File: src/rtl/spiRdPkg.sv
package spiRdPkg;

  localparam int CMD_BITS = 8;
  localparam int ADDR_FIELD_BITS = 16;
  localparam int PHASE_CNT_W = $clog2(ADDR_FIELD_BITS);
  localparam logic [7:0] OP_READ = 8'h03;

  typedef enum logic [1:0] {
    ST_CMD,
    ST_ADDR,
    ST_DATA,
    ST_SKIP
  } rdState_t;

  // strobes from control to datapath, one system clock wide
  typedef struct packed {
    logic shiftIn;
    logic loadAddr;
    logic fetchByte;
    logic shiftOut;
  } rdStrobes_t;

endpackage

File: src/rtl/spiRdSync.sv
module spiRdSync #(
  parameter int STAGES = 2
) (
  input  logic clk,
  input  logic rstN,
  input  logic sclkIn,
  input  logic csNIn,
  input  logic mosiIn,
  output logic sclkRise,
  output logic sclkFall,
  output logic csNS,
  output logic mosiS
);

  logic [STAGES-1:0] sclkPipe;
  logic [STAGES-1:0] csPipe;
  logic [STAGES-1:0] mosiPipe;
  logic sclkLast;

  always_ff @(posedge clk or negedge rstN) begin
    if (!rstN) begin
      sclkPipe <= '0;
      csPipe   <= '1;
      mosiPipe <= '0;
      sclkLast <= 1'b0;
    end else begin
      sclkPipe <= {sclkPipe[STAGES-2:0], sclkIn};
      csPipe   <= {csPipe[STAGES-2:0], csNIn};
      mosiPipe <= {mosiPipe[STAGES-2:0], mosiIn};
      sclkLast <= sclkPipe[STAGES-1];
    end
  end

  assign sclkRise = sclkPipe[STAGES-1] & ~sclkLast;
  assign sclkFall = ~sclkPipe[STAGES-1] & sclkLast;
  assign csNS     = csPipe[STAGES-1];
  assign mosiS    = mosiPipe[STAGES-1];

endmodule

File: src/rtl/spiRdCtrl.sv
module spiRdCtrl
  import spiRdPkg::*;
(
  input  logic       clk,
  input  logic       rstN,
  input  logic       csNS,
  input  logic       sclkRise,
  input  logic       sclkFall,
  input  logic       wip,
  input  logic [7:0] opNow,
  output rdStrobes_t stb,
  output logic       outEnable,
  output logic       cmdDone,
  output rdState_t   curState
);

  localparam logic [PHASE_CNT_W-1:0] CMD_LAST  = PHASE_CNT_W'(CMD_BITS - 1);
  localparam logic [PHASE_CNT_W-1:0] ADDR_LAST = PHASE_CNT_W'(ADDR_FIELD_BITS - 1);

  logic [PHASE_CNT_W-1:0] bitCnt;
  logic [2:0] outIdx;
  logic addrDone;

  always_comb begin
    stb      = '0;
    cmdDone  = 1'b0;
    addrDone = 1'b0;
    if (!csNS) begin
      case (curState)
        ST_CMD: if (sclkRise) begin
          stb.shiftIn = 1'b1;
          cmdDone     = (bitCnt == CMD_LAST);
        end
        ST_ADDR: if (sclkRise) begin
          stb.shiftIn  = 1'b1;
          addrDone     = (bitCnt == ADDR_LAST);
          stb.loadAddr = addrDone;
        end
        ST_DATA: if (sclkFall) begin
          stb.fetchByte = (outIdx == 3'd0);
          stb.shiftOut  = (outIdx != 3'd0);
        end
        default: ;
      endcase
    end
  end

  always_ff @(posedge clk or negedge rstN) begin
    if (!rstN) begin
      curState  <= ST_CMD;
      bitCnt    <= '0;
      outIdx    <= '0;
      outEnable <= 1'b0;
    end else if (csNS) begin
      curState  <= ST_CMD;
      bitCnt    <= '0;
      outIdx    <= '0;
      outEnable <= 1'b0;
    end else begin
      case (curState)
        ST_CMD: if (sclkRise) begin
          if (cmdDone) begin
            bitCnt   <= '0;
            curState <= (opNow == OP_READ && !wip) ? ST_ADDR : ST_SKIP;
          end else begin
            bitCnt <= bitCnt + 1'b1;
          end
        end
        ST_ADDR: if (sclkRise) begin
          if (addrDone) begin
            bitCnt   <= '0;
            curState <= ST_DATA;
          end else begin
            bitCnt <= bitCnt + 1'b1;
          end
        end
        ST_DATA: if (sclkFall) begin
          outIdx    <= outIdx + 1'b1;
          outEnable <= 1'b1;
        end
        default: ;
      endcase
    end
  end

endmodule

File: src/rtl/spiRdDatapath.sv
module spiRdDatapath
  import spiRdPkg::*;
#(
  parameter int ADDR_BITS = 8
) (
  input  logic                 clk,
  input  logic                 rstN,
  input  logic                 mosiS,
  input  rdStrobes_t           stb,
  input  logic                 loadEn,
  input  logic [ADDR_BITS-1:0] loadAddr,
  input  logic [7:0]           loadData,
  output logic [7:0]           opNow,
  output logic [ADDR_BITS-1:0] addrNow,
  output logic                 misoBit
);

  localparam int DEPTH   = 1 << ADDR_BITS;
  localparam int SHIFT_W = (ADDR_BITS - 1 > CMD_BITS - 1) ? ADDR_BITS - 1 : CMD_BITS - 1;

  logic [SHIFT_W-1:0] inShift;
  logic [7:0] outShift;
  logic [7:0] memArr [DEPTH];
  logic [ADDR_BITS-1:0] capAddr;

  assign opNow   = {inShift[CMD_BITS-2:0], mosiS};
  assign capAddr = {inShift[ADDR_BITS-2:0], mosiS};  // upper address bits fall off here
  assign misoBit = outShift[7];

  always_ff @(posedge clk or negedge rstN) begin
    if (!rstN) begin
      inShift  <= '0;
      outShift <= '0;
      addrNow  <= '0;
    end else begin
      if (stb.shiftIn) inShift <= {inShift[SHIFT_W-2:0], mosiS};
      if (stb.loadAddr) begin
        addrNow <= capAddr;
      end else if (stb.fetchByte) begin
        addrNow <= addrNow + 1'b1;  // natural wrap at the array top
      end
      if (stb.fetchByte) begin
        outShift <= memArr[addrNow];
      end else if (stb.shiftOut) begin
        outShift <= {outShift[6:0], 1'b0};
      end
    end
  end

  always_ff @(posedge clk) begin
    if (loadEn) memArr[loadAddr] <= loadData;
  end

endmodule

File: src/rtl/spiReadEngine.sv
module spiReadEngine
  import spiRdPkg::*;
#(
  parameter int ADDR_BITS = 8,
  parameter int SYNC_STAGES = 2
) (
  input  logic                 clk,
  input  logic                 rstN,
  input  logic                 sclk,
  input  logic                 csN,
  input  logic                 mosi,
  input  logic                 wpN,
  input  logic                 wip,
  output logic                 miso,
  output logic                 misoOe,
  input  logic                 loadEn,
  input  logic [ADDR_BITS-1:0] loadAddr,
  input  logic [7:0]           loadData
);

  logic sclkRise, sclkFall, csNS, mosiS;
  logic cmdDone, outEnable;
  logic [7:0] opNow;
  logic [ADDR_BITS-1:0] addrNow;
  rdStrobes_t ctlStb;
  rdState_t curState;

  spiRdSync #(.STAGES(SYNC_STAGES)) u_sync (
    .clk(clk), .rstN(rstN), .sclkIn(sclk), .csNIn(csN), .mosiIn(mosi),
    .sclkRise(sclkRise), .sclkFall(sclkFall), .csNS(csNS), .mosiS(mosiS)
  );

  spiRdCtrl u_ctrl (
    .clk(clk), .rstN(rstN), .csNS(csNS), .sclkRise(sclkRise), .sclkFall(sclkFall),
    .wip(wip), .opNow(opNow), .stb(ctlStb), .outEnable(outEnable),
    .cmdDone(cmdDone), .curState(curState)
  );

  spiRdDatapath #(.ADDR_BITS(ADDR_BITS)) u_dp (
    .clk(clk), .rstN(rstN), .mosiS(mosiS), .stb(ctlStb),
    .loadEn(loadEn), .loadAddr(loadAddr), .loadData(loadData),
    .opNow(opNow), .addrNow(addrNow), .misoBit(miso)
  );

  assign misoOe = outEnable;

endmodule

File: config.mk
export PLATFORM = sky130hd
export DESIGN_NAME = spiReadEngine
export DESIGN_NICKNAME = d
export VERILOG_FILES = /design/src/rtl/spiRdPkg.sv /design/src/rtl/spiRdSync.sv /design/src/rtl/spiRdCtrl.sv /design/src/rtl/spiRdDatapath.sv /design/src/rtl/spiReadEngine.sv
export SDC_FILE = /design/constraint.sdc
export NUM_CORES = 2
export LEC_CHECK = 0
export ABC_AREA = 1
export BUFFER_PORTS_ARGS = -buffer_cell sky130_fd_sc_hd__buf_4
export CORE_ASPECT_RATIO = 0.6
export CORE_MARGIN = 1.5
export CORE_UTILIZATION = 60
export DETAILED_ROUTE_END_ITERATION = 7
export PLACE_DENSITY = 0.76
export SYNTH_ARGS = -nofsm -noshare
export SYNTH_HDL_FRONTEND = slang
export SYNTH_SLANG_ARGS = --single-unit
File: constraint.sdc
create_clock -name clk -period 6 [get_ports clk]
set_clock_uncertainty 0.15 [all_clocks]
set_input_delay 0.3 -clock clk [delete_from_list [all_inputs] [get_ports clk]]
set_output_delay 0.3 -clock clk [all_outputs]
set_load 0.02 [all_outputs]
==> summary.txt <==
STA
  • Slew Viols, Final: 0
  • RSZ-0062 raised after global routing: false
  • Final Hold Fails: 0
  • Worst-margin pin slew: 1.37 ns
  • Relative slew slack: 7.94%
  • Fmax: 0.241 GHz
  • Setup TNS: 0 ns
  • Minimum clock period: 4.15 ns
  • Setup Viol. Count Final: 0
  • Tcrit/Tclk final: 69.2%

Min path
  • Hold Path Class: in2reg

CTS
  • Worst skew pair latency: 0.81 ns
  • H-tree depth: 4
  • Clk buf depth: 3
  • Total CTS buffers: 180
  • Clock transition at the registers of the reported paths: 0.07 ns
  • CTS tree: built
  • CTS root buffer: clkbuf_16
  • Postcts setup bufs: 0
  • Clock Sinks: 2088

Yosys
  • Post-synth cell types: 36
  • Gate Count Post-Synth: 7642
  • Synth Cell Area: 86600 um^2
  • Synth area leaders: edfxtp_1 71%, nor2_1 6.8%, nand2_1 6.5%
  • Synthesized area per cell: 11.3 um^2
  • Warnings, synthesis: 0
  • Synthesized Nets: 7670
  • Synth Register Bits: 2088
  • Yosys top cell by area: edfxtp_1
  • Sequential area share after synthesis: 72.2%
  • Synth top area share: 71.0%

Global route
  • Number of global-route vias before repair: 53400
  • Pin count of the biggest net entering global routing: 209
  • GRT Util Overall: 31.2%
  • First-pass GRT wire length: 340000 um
  • Global route overflow: 0
  • Initial antenna violation count: 13

Critical path
  • Buf/Inv on CP: 2
  • Worst setup endpoint: u_dp.outShift[5]
  • Largest delay contributor family on the critical path: simple AND/OR/NAND/NOR gates
  • Critical path, cell by cell: inv_8 > buf_4 > o21ai_0 > o21ai_0 > nand2_1 > nand2_1 > a21oi_1 > nand2_1 > nand3_1 > nand2_1 > nand3_1 > nand2_1 > nand2_1 > nand2_1
  • Crit Path Class: reg2reg
  • CP Max Fanout: 135
  • CP Launch Point: u_dp.addrNow[0]
  • Critical Path RT: 6.55 ns
  • Critical Path Start Type: register
  • Worst R2R Path Depth: 14
  • Critical path endpoint category: register
  • Most frequent CP cell: nand2_1
  • Critical path data arrival time: 4.70 ns
  • R2R Setup Slk: 1.85 ns
  • Crit-path slowest cell: dfrtp_4
  • Path length in cells of the critical path: 14
  • Slowest stage delay, CP: 0.88 ns
  • Worst reg2reg endpoint: u_dp.outShift[5]
  • Worst R2R Start: u_dp.addrNow[0]

Placed design
  • GPL Wtd Cong: 0.922
  • Post-DP HPWL: 131000 um
  • I/O Buffers: 24

Die
  • Core Box Area: 143000 um^2
  • Starting density of the core: 60.7%
  • Die width: 493 um
  • Row count: 107
  • Die area: 147000 um^2
  • Chip height: 297 um
  • Num ports: 26

Finish
  • Filler cells: 10200
  • Area Overhead vs Synth: 7.89%
  • Nets: 7509
  • Share of cells above drive strength 1: 4.98%

Drt
  • Post-DRT Antenna Nets: 0
  • Total wire length: 231000 um
  • Via Count: 58300
  • Initial DRC Count: 10100
  • Drt first pass iters: 6
  • DRC: 0
  • Average wire per standard cell: 24.2 um
  • Vias per cell: 6.11

Power and ir drop
  • Power per cell area: 303 nW/um^2
  • Total power: 0.0284 W
  • P_leak: 33.0 nW
  • Peak supply drop: 284 uV

Outcome
  • Status: finished clean

Job
  • Max-cap check violation count: 0
metal layers:
layer  global-route usage [%]  share of wire (%)  up-vias
met1                     48.2                 40    27900
li1                         -                  -    25900
met5                        0              0.047        -
met4                     9.22                2.6       16
met2                     41.8                 41     4057
met3                     10.4                 16      416
power breakdown:
group          switching [W]  internal [W]
clock network        0.00523       0.00588
logic               0.000909      0.000247
registers          0.0000328        0.0161
how the worst min path moves through the flow:
stage                 from             endpoint  slack [ns]  depth (start not counted)
2_1_floorplan         rstN     u_ctrl.bitCnt[0]       -0.15                          0
3_3_place_gp          rstN   u_sync.mosiPipe[1]        0.17                          1
3_5_place_dp          rstN   u_sync.mosiPipe[0]        0.17                          1
4_1_cts        loadAddr[2]  u_dp.memArr[204][2]        0.13                          5
5_1_grt        loadAddr[2]  u_dp.memArr[204][7]        0.20                          5
6_report       loadAddr[2]  u_dp.memArr[204][7]        0.16                          5
worst min-delay path: cells and delay by family:
kind | cells | cell delay (ns)
simple gates | 3 | 0.37
buf+inv | 2 | 0.24
flip-flops by register name, summed over array words and instances (netlist names):
name              count
u_dp.memArr        2048
u_ctrl.outIdx         3
u_sync.csPipe         2
u_dp.addrNow          8
u_dp.outShift         8
u_ctrl.bitCnt         4
u_ctrl.outEnable      1
u_sync.sclkLast       1
u_sync.sclkPipe       2
u_dp.inShift          7
u_sync.mosiPipe       2
u_ctrl.curState       2
synthesized netlist by cell type, drive strengths merged:
library cell,n
nor3,3
nand2,1504
nand3,516
clkinv,14
nor4,3
or2,10
o211ai,149
dfstp,2
edfxtp,2048
buf,259
a21oi,110
mux2i,1
inv,382
dfrtp,38
clkbuf,207
xor2,6
o21ai,788
a41oi,1
o21a,1
o22ai,24
nor2,1564
ha,4
and3,1
a31oi,5
o221ai,2
metrics by stage:
stage,cell area (um^2),hold slack [ns],worst slack [ns],util [%],instances
detailed placement,87800,0.169,2.16,61.6,9188
finish,93400,0.162,1.85,65.5,9540
global placement,87800,0.172,2.16,61.6,9188
floorplan,86600,-0.146,3.86,-,7642
CTS,93400,0.128,2.13,65.5,9534
global route,93400,0.198,1.82,65.5,9536
cell type report:
cell class	count	area [um^2]	area share [%]
Tap cell	1907	2390	2.55
Clock buffer	228	4800	5.14
Inverter	396	1510	1.62
Timing Repair Buffer	123	1360	1.46
Antenna cell	6	15.0	0.0161
Multi-Input combinational cell	4692	20200	21.6
Clock inverter	100	657	0.703
Sequential cell	2088	62500	66.9
layout by cell type (no fill, tap or decap), drive strengths merged:
cell type / count
bufinv: 5
diode: 6
a41oi: 1
nor3: 3
nand3: 516
clkinv: 98
o22ai: 24
clkinvlp: 4
a31oi: 5
ha: 4
dfrtp: 38
o211ai: 149
o221ai: 2
inv: 389
o21a: 1
and3: 1
xor2: 6
buf: 106
o21ai: 788
a21oi: 110
nand2: 1504
or2: 10
dfstp: 2
edfxtp: 2048
nor4: 3
mux2i: 1
dlygate4sd3: 17
nor2: 1564
clkbuf: 228
what timing repair did:
action	4_1_cts	5_1_grt
hold buffers	18	0
hold endpoints to repair	649	0
gates resized for setup	0	0
logic make-up (layout without fill, tap and decap cells):
logic type,Yosys count,count (layout),synth area share (%)
xor gates and xnor gates,6,6,0.0607
buffers and inverters,862,847,4.54
muxes,1,1,0.0116
DFF,2088,2088,72.2
other,0,6,0
and+or+nand+nor,3601,3601,16.4
adders and majority gates,4,4,0.0578
AOI/OAI and AO/OA,1080,1080,6.73
Power figures use the tool's default switching activity.
